$ cat config.mk
export PLATFORM = sky130hd
export DESIGN_NAME = fifo_interlock_ctrl
export DESIGN_NICKNAME = d
export VERILOG_FILES = /design/src/rtl/fil_pkg.sv /design/src/rtl/fil_role_latch.sv /design/src/rtl/fil_in_ctrl.sv /design/src/rtl/fil_out_ctrl.sv /design/src/rtl/fifo_interlock_ctrl.sv
export SDC_FILE = /design/constraint.sdc
export NUM_CORES = 1
export LEC_CHECK = 0
export BUFFER_PORTS_ARGS = -buffer_cell sky130_fd_sc_hd__buf_2
export CAP_MARGIN = 20
export CELL_PAD_IN_SITES_DETAIL_PLACEMENT = 1
export CELL_PAD_IN_SITES_GLOBAL_PLACEMENT = 1
export CORE_AREA = 2 2 39 41
export DETAILED_ROUTE_END_ITERATION = 10
export DIE_AREA = 0 0 41 43
export PLACE_DENSITY = 0.51
export SYNTH_ARGS = -nofsm -noshare
export SYNTH_HDL_FRONTEND = slang
export SYNTH_SLANG_ARGS = --single-unit
$ cat constraint.sdc
create_clock -name clk_i -period 1 [get_ports clk_i]
set_input_delay 0.25 -clock clk_i [delete_from_list [all_inputs] [get_ports clk_i]]
set_output_delay 0.25 -clock clk_i [all_outputs]
set_load 0.1 [all_outputs]
$ cat src/rtl/fil_pkg.sv
package fil_pkg;
  typedef enum logic [1:0] {
    IN_IDLE = 2'd0,
    IN_PEND = 2'd1,
    IN_DONE = 2'd2
  } in_state_e;

  typedef enum logic [1:0] {
    OUT_IDLE  = 2'd0,
    OUT_WAIT  = 2'd1,
    OUT_VALID = 2'd2
  } out_state_e;
endpackage

$ cat src/rtl/fil_role_latch.sv
module fil_role_latch (
  input  logic clk_i,
  input  logic rst_ni,
  input  logic up_en_ni,
  output logic master_o
);
  logic arm_q;
  logic master_q;

  // arm stays set through reset and the first edge after release
  always_ff @(posedge clk_i or negedge rst_ni) begin
    if (!rst_ni) arm_q <= 1'b1;
    else         arm_q <= 1'b0;
  end

  always_ff @(posedge clk_i) begin
    if (arm_q) master_q <= ~up_en_ni;
  end

  assign master_o = master_q;
endmodule

$ cat src/rtl/fil_in_ctrl.sv
module fil_in_ctrl
  import fil_pkg::*;
(
  input  logic clk_i,
  input  logic rst_ni,
  input  logic master_i,
  input  logic up_en_ni,
  input  logic stack_req_ni,
  output logic init_o,
  output logic init_ack_no
);
  in_state_e state_q, state_d;
  logic init_q, init_d;

  always_comb begin
    state_d = state_q;
    init_d  = 1'b0;
    unique case (state_q)
      IN_IDLE: if (!stack_req_ni) state_d = IN_PEND;
      IN_PEND: if (master_i || !up_en_ni) begin
        state_d = IN_DONE;
        init_d  = 1'b1;
      end
      IN_DONE: if (stack_req_ni) state_d = IN_IDLE;
      default: state_d = IN_IDLE;
    endcase
  end

  always_ff @(posedge clk_i or negedge rst_ni) begin
    if (!rst_ni) begin
      state_q <= IN_IDLE;
      init_q  <= 1'b0;
    end else begin
      state_q <= state_d;
      init_q  <= init_d;
    end
  end

  assign init_o      = init_q;
  assign init_ack_no = (state_q != IN_DONE);
endmodule

$ cat src/rtl/fil_out_ctrl.sv
module fil_out_ctrl
  import fil_pkg::*;
(
  input  logic clk_i,
  input  logic rst_ni,
  input  logic master_i,
  input  logic par_req_i,
  input  logic ser_req_ni,
  input  logic up_oen_i,
  output logic load_o,
  output logic out_valid_o
);
  out_state_e state_q, state_d;
  logic load_q, load_d;
  logic req_act;

  assign req_act = par_req_i | ~ser_req_ni;

  always_comb begin
    state_d = state_q;
    load_d  = 1'b0;
    unique case (state_q)
      OUT_IDLE: if (req_act) begin
        state_d = OUT_WAIT;
        load_d  = 1'b1;
      end
      OUT_WAIT: begin
        if (!req_act)                  state_d = OUT_IDLE;
        else if (master_i || up_oen_i) state_d = OUT_VALID;
      end
      OUT_VALID: if (!req_act) state_d = OUT_IDLE;
      default: state_d = OUT_IDLE;
    endcase
  end

  always_ff @(posedge clk_i or negedge rst_ni) begin
    if (!rst_ni) begin
      state_q <= OUT_IDLE;
      load_q  <= 1'b0;
    end else begin
      state_q <= state_d;
      load_q  <= load_d;
    end
  end

  assign load_o      = load_q;
  assign out_valid_o = (state_q == OUT_VALID);
endmodule

$ cat src/rtl/fifo_interlock_ctrl.sv
module fifo_interlock_ctrl (
  input  logic clk_i,
  input  logic rst_ni,
  input  logic up_en_ni,
  input  logic stack_req_ni,
  input  logic par_req_i,
  input  logic ser_req_ni,
  input  logic up_oen_i,
  output logic init_ack_no,
  output logic out_valid_o,
  output logic init_o,
  output logic load_o
);
  logic is_master;

  fil_role_latch u_role (
    .clk_i    (clk_i),
    .rst_ni   (rst_ni),
    .up_en_ni (up_en_ni),
    .master_o (is_master)
  );

  fil_in_ctrl u_in (
    .clk_i        (clk_i),
    .rst_ni       (rst_ni),
    .master_i     (is_master),
    .up_en_ni     (up_en_ni),
    .stack_req_ni (stack_req_ni),
    .init_o       (init_o),
    .init_ack_no  (init_ack_no)
  );

  fil_out_ctrl u_out (
    .clk_i       (clk_i),
    .rst_ni      (rst_ni),
    .master_i    (is_master),
    .par_req_i   (par_req_i),
    .ser_req_ni  (ser_req_ni),
    .up_oen_i    (up_oen_i),
    .load_o      (load_o),
    .out_valid_o (out_valid_o)
  );
endmodule

==> metrics.md, run 1 <==
| Metric | Value |
|---|---|
| Final ANT Viol Nets | `0` |
| WP buf/inv | `1` |
| Top cell type's share of synthesized area | `0.4706` |
| # IOs | `11` |
| Final worst path period share | `1.224` |
| Synth area leaders | `dfrtp_1 47%, edfxtp_1 9.4%, dfstp_2 8.2%` |
| Mux cell area share after synthesis | `0` |
| IO buf count | `10` |
| Setup violators final | `5` |
| Outcome | `finished, violations left` |
| Final hold vios | `0` |
| Syn nets | `33` |
| WL/cell | `11.16 um` |
| Max Slew Vio Count | `0` |
| Leading area contributor after synthesis | `dfrtp_1` |
| CP top delay family | `flip-flops` |
| Logic pwr share | `0.600` |
| WP data required | `750 ps` |
| Skew-Pair Late Insertion Delay | `250 ps` |
| Clock Skew | `5.388 ps` |
| First-pass GRT wire length | `1.173 mm` |
| Crit-path slowest cell | `dfrtp_1` |
| Post-synthesis compound-gate area fraction | `0.1137` |
| DR top layer | `met4` |
| Net Sw Power | `0.0008968 W` |
| Met3 WL | `42 um` |
| TritonCTS Buffers | `3` |
| Synth cell types | `17` |
| Crit. path cell count | `2` |
| Vias/cell | `4.115` |
| N_diodes | `0` |
| Cell leakage power | `0.2490 nW` |
| Synth warn | `0` |
| Pwr dens | `3696 nW/um^2` |
| Worst Setup SP | `u_out.state_q[0]` |
| Drt pass-1 iters | `2` |
| Largest family of logic cells by synthesized area | `simple AND/OR/NAND/NOR gates` |
| Crit path time final | `1224 ps` |
| Root buf cell | `clkbuf_4` |
| Layout cell share with drive strength beyond 1 | `0.5556` |
| P_int | `0.001092 W` |
| Metal-1 WL | `233 um` |
| F_max | `817.1 MHz` |
| Hold Crit Class | `in -> reg` |
| Starting DRT DRC Count | `4` |
| Failing checks | `negative setup slack` |
| Clock transition at path regs | `50 ps` |
| Routability cong. | `0.5940` |
| Clock Power Share | `0.129` |
| CTS tree | `done` |
| RSZ-0062 raised after global routing | `true` |
| Length of routed met2 wiring | `398 um` |
| Max FO, Critical Path | `2` |
| R2R Path Start | `u_out.state_q[0]` |
| Syn_area_per_cell | `12.27 um^2` |
| Final WL | `681 um` |
| WS Path Type | `reg -> out` |
| Antenna violations before repair | `0` |
| Post-route DRC violation count | `0` |
| Core Area | `1384 um^2` |
| Nets@finish | `53` |
| Startpoint type of the worst setup path | `register` |
| Critical Path Max Stage Delay | `410 ps` |
| Maximum number of pins on one net before global-route repair | `8` |
| Initial core utilization | `0.2306` |
| Seq pwr share | `0.270` |
| CP arrival | `970 ps` |
| Die H | `43 um` |
| Clk sink count | `8` |
| Sw Ratio | `0.4510` |
| Vias | `251` |
| Synthesized area | `319.1 um^2` |
| Adder-cell share of the synthesized area | `0` |
| Non-filler instance count after layout | `61` |
| Horiz. Die Dim | `41 um` |
| Peak VDD IR | `1.436 mV` |
| Worst Slack Setup Final | `-223.8 ps` |
| Synthesis-to-finish area growth | `68.63%` |
| FF+latch area | `209.0 um^2` |
| Cell count after placement | `53` |
| Critical Path Sink Type | `primary output` |
| Multi-input gate area | `125.1 um^2` |
| Reg-to-reg endpoint | `u_out.state_q[1]` |
| Register area share after synthesis | `0.6471` |
| Maximum root-to-sink buffer count | `2` |
| Post-Synth Simple-Gate Area | `0.2039` |
| GRT overflow | `0` |
| H-tree depth | `1` |
| FF-to-FF setup slack | `0 ps` |
| Cell Rows | `14` |
| Worst Setup EP | `out_valid_o` |
| Vias in the first global route | `301` |
| Total die area | `1763 um^2` |
| R2R depth | `3` |
| #FFs+latches synth | `8` |
| Design Power | `0.001988 W` |
| Gr usage total | `0.1056` |
| Cells after synthesis | `26` |
| Crit-path cells | `nor2b_4 > buf_12` |
| Fill cell count | `159` |
| MaxCap Viol Count | `0` |
| Xor/xnor share of the synthesized area | `0` |
## registers in the layout, summed over array words and instances (netlist names)
| signal | cells |
|---|---|
| u_in.init_o | 1 |
| u_in.state_q | 2 |
| u_out.load_o | 1 |
| u_out.state_q | 2 |
| u_role.arm_q | 1 |
| u_role.master_o | 1 |
## kinds of logic after synthesis
| family | Yosys count |
|---|---|
| and+or+nand+nor | 11 |
| buffers and inverters | 2 |
| other | 1 |
| DFF | 8 |
| AOI/OAI and AO/OA | 4 |
## synth_stat cells, drive strengths merged
master  instances
dfrtp           6
inv             2
nand2b          2
nor2b           2
nor3            2
a21oi           1
and2b           1
conb            1
dfstp           1
edfxtp          1
nand2           1
nand3b          1
nor2            1
o21a            1
o221a           1
o22ai           1
or2             1
## cell usage in the layout, fill, tap and decap left out
cell type	instances
and2b_2	1
nand2b_1	1
nor2_1	1
o221a_1	1
a21oi_1	1
nor2b_4	1
nand2_1	1
conb_1	1
o21a_1	1
clkbuf_1	1
nor3_2	1
dlygate4sd3_1	1
nor3_1	1
dfrtp_1	4
inv_1	2
edfxtp_1	1
clkbuf_4	3
nand2b_4	1
or2_1	1
buf_2	6
nor2b_1	1
buf_4	4
buf_12	4
o22ai_2	1
nand3b_1	1
dfstp_2	1
dfrtp_2	2
## stage by stage
| step | cell area [um^2] | setup TNS [ps] | hold WS [ps] | util | worst slack (ps) |
|---|---|---|---|---|---|
| final | 538.0 | -562.4 | 224.7 | 0.3888 | -223.8 |
| after floorplan | 336.6 | -167.3 | -45.59 | - | -167.3 |
| after global placement | 474.2 | 0 | 89.59 | 0.3427 | 30.34 |
| after CTS | 533.0 | -607.6 | 215.9 | 0.3852 | -230.2 |
| after global routing | 538.0 | -705.3 | 224.7 | 0.3888 | -255.2 |
| after detailed placement | 474.2 | 0 | 91.05 | 0.3427 | 8.023 |
## how the worst min path moves through the flow
stage	from	endpoint	depth (start not counted)
6_report	stack_req_ni	u_in.state_q[1]	2
5_1_grt	stack_req_ni	u_in.state_q[1]	2
4_1_cts	stack_req_ni	u_in.state_q[1]	2
3_5_place_dp	rst_ni	u_in.state_q[1]	1
3_3_place_gp	rst_ni	u_in.state_q[1]	1
2_1_floorplan	rst_ni	u_in.init_o	0
## routing by layer
layer | global-route usage | up-vias
met3 | 0.04712 | 2
met4 | 0.06000 | 0
met2 | 0.1719 | 7
met1 | 0.1033 | 119
met5 | 0 | -
li1 | - | 123
## power by group through the flow
stage	clock network [W]	registers, W	logic [W]
finish	0.000257	0.000538	0.00119
CTS	0.000272	0.000539	0.00119
global route	0.000292	0.000548	0.00125
detailed placement	0	0.000560	0.00110
floorplan	0	0.000775	0.000456
global placement	0	0.000548	0.00107
## final cells by class
cell class | count | share of cell area
flip-flops and latches | 8 | 0.3884
inverters | 2 | 0.01395
multi-input cells | 16 | 0.2326
repair buffers | 15 | 0.2791
clock buffers | 4 | 0.04884
well taps | 16 | 0.03721
## timing repair
action | CTS | global route
setup buffers | 3 | 1
endpoints found under the setup margin | 4 | 7
hold buffers | 1 | 0
gates resized for setup | 0 | 1
endpoints found under the hold margin | 6 | 0
pin swaps | 0 | 2
No activity file was read; power rests on OpenSTA's default activity.
==> run 2: changes to the inputs <==
- SETUP_SLACK_MARGIN: not set -> 0.5
- SLEW_MARGIN: not set -> 20
==> run 2 against run 1 <==
The run ends with negative hold slack, negative setup slack left. Via count rose by 4.4%. Total power rose by 9.2%. Die area did not move. Flip-flop and latch count did not move. Combinational power rose by 13%. Core utilization rose by 3.1 points. Cell count did not move. Maximum frequency fell by 0.60%. Wire length rose by 9.4%. Critical path type unchanged. Critical endpoint unchanged. Largest power group unchanged. Highest routed layer is now met3.
==> metrics.md, run 2 (synthesis gave the netlist of run 1 again) <==
| Metric | Value |
|---|---|
| Outcome | `finished, violations left` |
| Failing checks | `negative hold slack, negative setup slack` |
| Crit path time final | `1231 ps` |
| Final ANT Viol Nets | `0` |
| Pwr dens | `3741 nW/um^2` |
| Root buf cell | `clkbuf_4` |
| Clock transition at path regs | `50 ps` |
| CTS tree | `done` |
| IO buf count | `10` |
| Vias | `262` |
| Seq pwr share | `0.262` |
| Horiz. Die Dim | `41 um` |
| Max FO, Critical Path | `2` |
| MaxCap Viol Count | `0` |
| F_max | `812.2 MHz` |
| N_diodes | `0` |
| Critical Path Max Stage Delay | `410 ps` |
| Starting DRT DRC Count | `0` |
| Worst Slack Setup Final | `-231.2 ps` |
| Antenna violations before repair | `0` |
| Maximum root-to-sink buffer count | `2` |
| Die H | `43 um` |
| Hold Crit Class | `in -> async` |
| Core Area | `1384 um^2` |
| Critical Path Sink Type | `primary output` |
| Maximum number of pins on one net before global-route repair | `8` |
| Max Slew Vio Count | `0` |
| Initial core utilization | `0.2306` |
| CP top delay family | `flip-flops` |
| Crit-path slowest cell | `dfrtp_1` |
| Sw Ratio | `0.4430` |
| Drt pass-1 iters | `1` |
| Startpoint type of the worst setup path | `register` |
| Clock Skew | `0.6513 ps` |
| R2R depth | `4` |
| Crit-path cells | `nor2b_4 > buf_12` |
| Net Sw Power | `0.0009620 W` |
| Final WL | `745 um` |
| Layout cell share with drive strength beyond 1 | `0.6667` |
| WL/cell | `12.21 um` |
| Total die area | `1763 um^2` |
| WP data required | `750 ps` |
| P_int | `0.001210 W` |
| Cell leakage power | `0.2584 nW` |
| WP buf/inv | `1` |
| Commonest non-fill, non-tap cells in the layout | `6 x buf_2, 4 x buf_12, 4 x buf_6, 4 x dfrtp_1, 3 x clkbuf_4` |
| Post-route DRC violation count | `0` |
| Top Registers | `u_in.state_q x2, u_out.state_q x2` |
| CP arrival | `980 ps` |
| WHS | `-177.8 ps` |
| Commonest non-fill, non-tap cell in the layout | `buf_2` |
| Final hold vios | `6` |
| Synthesis-to-finish area growth | `81.96%` |
| TritonCTS Buffers | `3` |
| WS Path Type | `reg -> out` |
| Post-layout util | `0.4195` |
| GRT overflow | `0` |
| H-tree depth | `1` |
| Logic pwr share | `0.618` |
| Setup violators final | `6` |
| # IOs | `11` |
| R2R Path Start | `u_in.state_q[0]` |
| Clk sink count | `8` |
| Nets@finish | `53` |
| Routability cong. | `0.5973` |
| Final worst path period share | `1.231` |
| Peak VDD IR | `2.173 mV` |
| First-pass GRT wire length | `1.069 mm` |
| Cell Rows | `14` |
| Vias in the first global route | `268` |
| Reg-to-reg endpoint | `u_in.state_q[0]` |
| FF-to-FF setup slack | `-50 ps` |
| Design Power | `0.002172 W` |
| Skew-Pair Late Insertion Delay | `250 ps` |
| Clock Power Share | `0.120` |
| Post-DP HPWL | `532.2 um` |
| Gr usage total | `0.09848` |
| Vias/cell | `4.295` |
| RSZ-0062 raised after global routing | `true` |
run 2: cell count changes in the layout (fill, tap and decap cells not counted), sizes merged:
cell         before  now
buf              14   15
dlygate4sd3       1    0
run 2: worst register-to-register path, cell delays in order, from the launching register on:
cell and delay (ps):
dfrtp_1 390, buf_6 120, buf_6 110, or2_1 220
a21oi_2 130
run 2: cell type report:
cell class	instances	area [um^2]
fillers	156	803.3
multi-input cells	16	147.6
repair buffers	15	162.7
clock buffers	4	26.28
well taps	16	20.02
flip-flops and latches	8	214.0
inverters	2	10.01
run 2: metal layers:
metal,GRT usage,vias to the layer above,part of all wire
met1,0.09333,127,0.35
met5,0,-,0
met4,0.04000,0,0
li1,-,126,-
met3,0.07853,0,0.067
met2,0.1500,9,0.59
run 2: timing repair:
action | CTS | global route
pin swaps | 1 | 1
setup endpoints to repair | 11 | 11
endpoints found under the hold margin | 6 | 6
buffers inserted | 1 | 2
gates resized for setup | 2 | 7
run 2: power by group through the flow:
stage	Combinational [W]	Sequential, W	Clock (W)
2_1_floorplan	0.000456	0.000794	0
3_3_place_gp	0.00110	0.000557	0
3_5_place_dp	0.00112	0.000569	0
4_1_cts	0.00119	0.000559	0.000277
5_1_grt	0.00139	0.000580	0.000296
6_report	0.00134	0.000568	0.000261
run 2: metrics by stage:
| stage | setup WS [ps] | hold WS [ps] | setup TNS, ps | cell area, um^2 | instances |
|---|---|---|---|---|---|
| 4_1_cts | -251.0 | -183.8 | -811.9 | 531.8 | 59 |
| 5_1_grt | -271.1 | -182.8 | -1016 | 580.6 | 61 |
| 2_1_floorplan | -166.8 | -45.59 | -166.8 | 344.1 | 26 |
| 3_3_place_gp | 30.86 | 89.69 | 0 | 489.2 | 54 |
| 3_5_place_dp | 0.5454 | 91.34 | 0 | 489.2 | 54 |
| 6_report | -231.2 | -177.8 | -820.8 | 580.6 | 61 |
run 2: worst max-delay path by stage:
stage,startpoint,endpoint,slack [ps],depth (start not counted)
after global routing,u_in.state_q[1],init_ack_no,-270,2
after detailed placement,u_out.state_q[0],out_valid_o,0.5,2
after floorplan,u_out.state_q[1],out_valid_o,-170,1
after global placement,u_out.state_q[0],out_valid_o,30,2
after CTS,u_out.state_q[0],out_valid_o,-250,2
final,u_out.state_q[0],out_valid_o,-230,2
==> run 3: changes to the inputs <==
- PLACE_DENSITY: 0.51 -> 0.52
- SYNTH_HIERARCHICAL: not set -> 1
==> run 3 against run 2 <==
The flow still finishes with violations (negative hold slack, negative setup slack). Die area stayed put. Total power is 6.8% higher. First-iteration DRC count is 3 higher. Area after synthesis is 3.5% higher. Sequential power is 3.7% lower. Critical endpoint unchanged.
==> metrics.md, run 3 <==
| Metric | Value |
|---|---|
| Outcome | `finished, violations left` |
| Failing checks | `negative hold slack, negative setup slack` |
| Top post-synthesis cells by count | `6 x dfrtp_1, 3 x inv_1, 3 x nor3_1` |
| IO buf count | `10` |
| Leading area contributor after synthesis | `dfrtp_1` |
| Post-DP HPWL | `565.7 um` |
| Synth warn | `6` |
| Max FO, Critical Path | `2` |
| F_max | `762.9 MHz` |
| Pwr dens | `3635 nW/um^2` |
| WHS | `-180.5 ps` |
| Nets@finish | `58` |
| Maximum root-to-sink buffer count | `2` |
| Maximum number of pins on one net before global-route repair | `8` |
| Post-synthesis compound-gate area fraction | `0.1212` |
| Cells after synthesis | `26` |
| Startpoint type of the worst setup path | `register` |
| N_diodes | `0` |
| First-pass GRT wire length | `1.173 mm` |
| Syn_area_per_cell | `12.70 um^2` |
| Antenna violations before repair | `0` |
| Synth Flop Type | `dfrtp_1` |
| Die H | `43 um` |
| Largest family of logic cells by synthesized area | `simple AND/OR/NAND/NOR gates` |
| Final WL | `799 um` |
| Register area share after synthesis | `0.6250` |
| Vias in the first global route | `288` |
| Fill cell count | `150` |
| Post-Synth Simple-Gate Area | `0.2083` |
| Placed inst area | `506.7 um^2` |
| Synthesis-to-finish area growth | `93.18%` |
| FFs w/ async S/R, synth | `0.8750` |
| Hold Crit Class | `in -> async` |
| Synth area leaders | `dfrtp_1 45%, edfxtp_1 9.1%, dfstp_2 8.0%` |
| MaxCap Viol Count | `0` |
| Layout cell share with drive strength beyond 1 | `0.7400` |
| Core Area | `1384 um^2` |
| Setup violators final | `7` |
| Total die area | `1763 um^2` |
| Starting DRT DRC Count | `3` |
| WP data required | `750 ps` |
| TritonCTS Buffers | `3` |
| WL/cell | `12.11 um` |
| Adder-cell share of the synthesized area | `0` |
| Drt pass-1 iters | `2` |
| Design Power | `0.002319 W` |
| Synth cell types | `17` |
| Root buf cell | `clkbuf_4` |
| Crit path time final | `1311 ps` |
| Commonest non-fill, non-tap cells in the layout | `6 x buf_2, 6 x buf_6, 4 x buf_12, 4 x buf_4, 4 x dfrtp_1` |
| Clock transition at path regs | `60 ps` |
| H-tree depth | `1` |
| Skew-Pair Late Insertion Delay | `250 ps` |
| CP arrival | `1060 ps` |
| Cell Rows | `14` |
| Routability cong. | `0.6320` |
| #FFs+latches synth | `8` |
| Clock Skew | `10.79 ps` |
| Mux cell area share after synthesis | `0` |
| Setup_tns | `-976.5 ps` |
| Syn nets | `33` |
| Vias/cell | `4.303` |
| Max Slew Vio Count | `0` |
| Final worst path period share | `1.311` |
| Vias | `284` |
| Synthesized area | `330.3 um^2` |
| CTS tree | `done` |
| Xor/xnor share of the synthesized area | `0` |
| Most frequent cell after synthesis | `dfrtp_1` |
| Horiz. Die Dim | `41 um` |
| Final ANT Viol Nets | `0` |
| Top cell type's share of synthesized area | `0.4545` |
| Clk sink count | `8` |
| EDFF count, synth | `1` |
| # IOs | `11` |
| Post-route cell area | `638.1 um^2` |
| Peak VDD IR | `1.514 mV` |
| Final hold vios | `6` |
| Worst Slack Setup Final | `-310.8 ps` |
| Cell leakage power | `0.2916 nW` |
| Top Registers | `u_in/state_q x2, u_out/state_q x2` |
| Critical Path Sink Type | `primary output` |
| RSZ-0062 raised after global routing | `true` |
| Initial core utilization | `0.2387` |
| Gr usage total | `0.1087` |
| Post-route DRC violation count | `0` |
| GRT overflow | `0` |
| WS Path Type | `reg -> out` |
run 3: cell count changes after synthesis, sizes merged:
| cell | previous run | this run |
|---|---|---|
| a21oi | 1 | 0 |
| a31o | 0 | 1 |
| inv | 2 | 3 |
| nand3b | 1 | 0 |
| nor3 | 2 | 3 |
| or2 | 1 | 0 |
run 3: final cells by class:
type | count | area [um^2] | share of cell area
repair buffers | 20 | 207.7 | 0.3255
multi-input cells | 15 | 156.4 | 0.2451
clock buffers | 4 | 26.28 | 0.04118
well taps | 16 | 20.02 | 0.03137
flip-flops and latches | 8 | 214.0 | 0.3353
inverters | 3 | 13.76 | 0.02157
run 3: where the power goes:
group | switching [W] | total (W) | internal, W
combinational | 0.000795 | 0.00151 | 0.000715
clock | 0.000110 | 0.000263 | 0.000153
sequential | 0.0000858 | 0.000547 | 0.000461
total | 0.000991 | 0.00232 | 0.00133
run 3: through the flow:
stage | util | cells | setup slack, ps
6_report | 0.4611 | 66 | -310.8
5_1_grt | 0.4611 | 66 | -349.9
4_1_cts | 0.4168 | 61 | -327.7
3_5_place_dp | 0.3662 | 55 | -39.62
3_3_place_gp | 0.3662 | 55 | -15.20
2_1_floorplan | - | 26 | -80.95
run 3: routing by layer:
| metal | GRT usage | part of all wire | vias up | routed length [um] |
|---|---|---|---|---|
| met5 | 0 | 0 | - | 0 |
| met4 | 0.08000 | 0.0063 | 0 | 5 |
| met3 | 0.04712 | 0.059 | 2 | 47 |
| met2 | 0.1750 | 0.59 | 8 | 472 |
| met1 | 0.1003 | 0.34 | 139 | 274 |
| li1 | - | - | 135 | - |
run 3: cell families (layout without fill, tap and decap cells):
logic type | after synthesis | after routing
simple gates | 10 | 10
buf+inv | 3 | 27
flops | 8 | 8
other cells | 1 | 1
compound gates | 4 | 4
run 3: path summary, 6_finish.rpt:
check	end	cells after the start	slack, ps	startpoint
min reg2reg	u_role/master_o	0	520	u_role/arm_q
min in group clk_i	u_in/state_q[1]	2	240	stack_req_ni
max	out_valid_o	2	-310	u_out/state_q[0]
max reg2reg	u_out/state_q[1]	4	-90	u_out/state_q[0]
max in group asynchronous	u_role/arm_q	1	950	rst_ni
min	u_in/state_q[1]	1	-180	rst_ni
run 3: repair_timing:
item                                   in CTS  in global routing
endpoints found under the hold margin       6                  6
gates resized for setup                     7                  5
pin swaps                                   0                  3
setup endpoints to repair                  11                 11
buffers inserted                            2                  5
run 3: worst max-delay path, stage by stage, from the launching register on:
cell and delay (ps):
dfrtp_1 380, and2b_4 260, buf_12 170
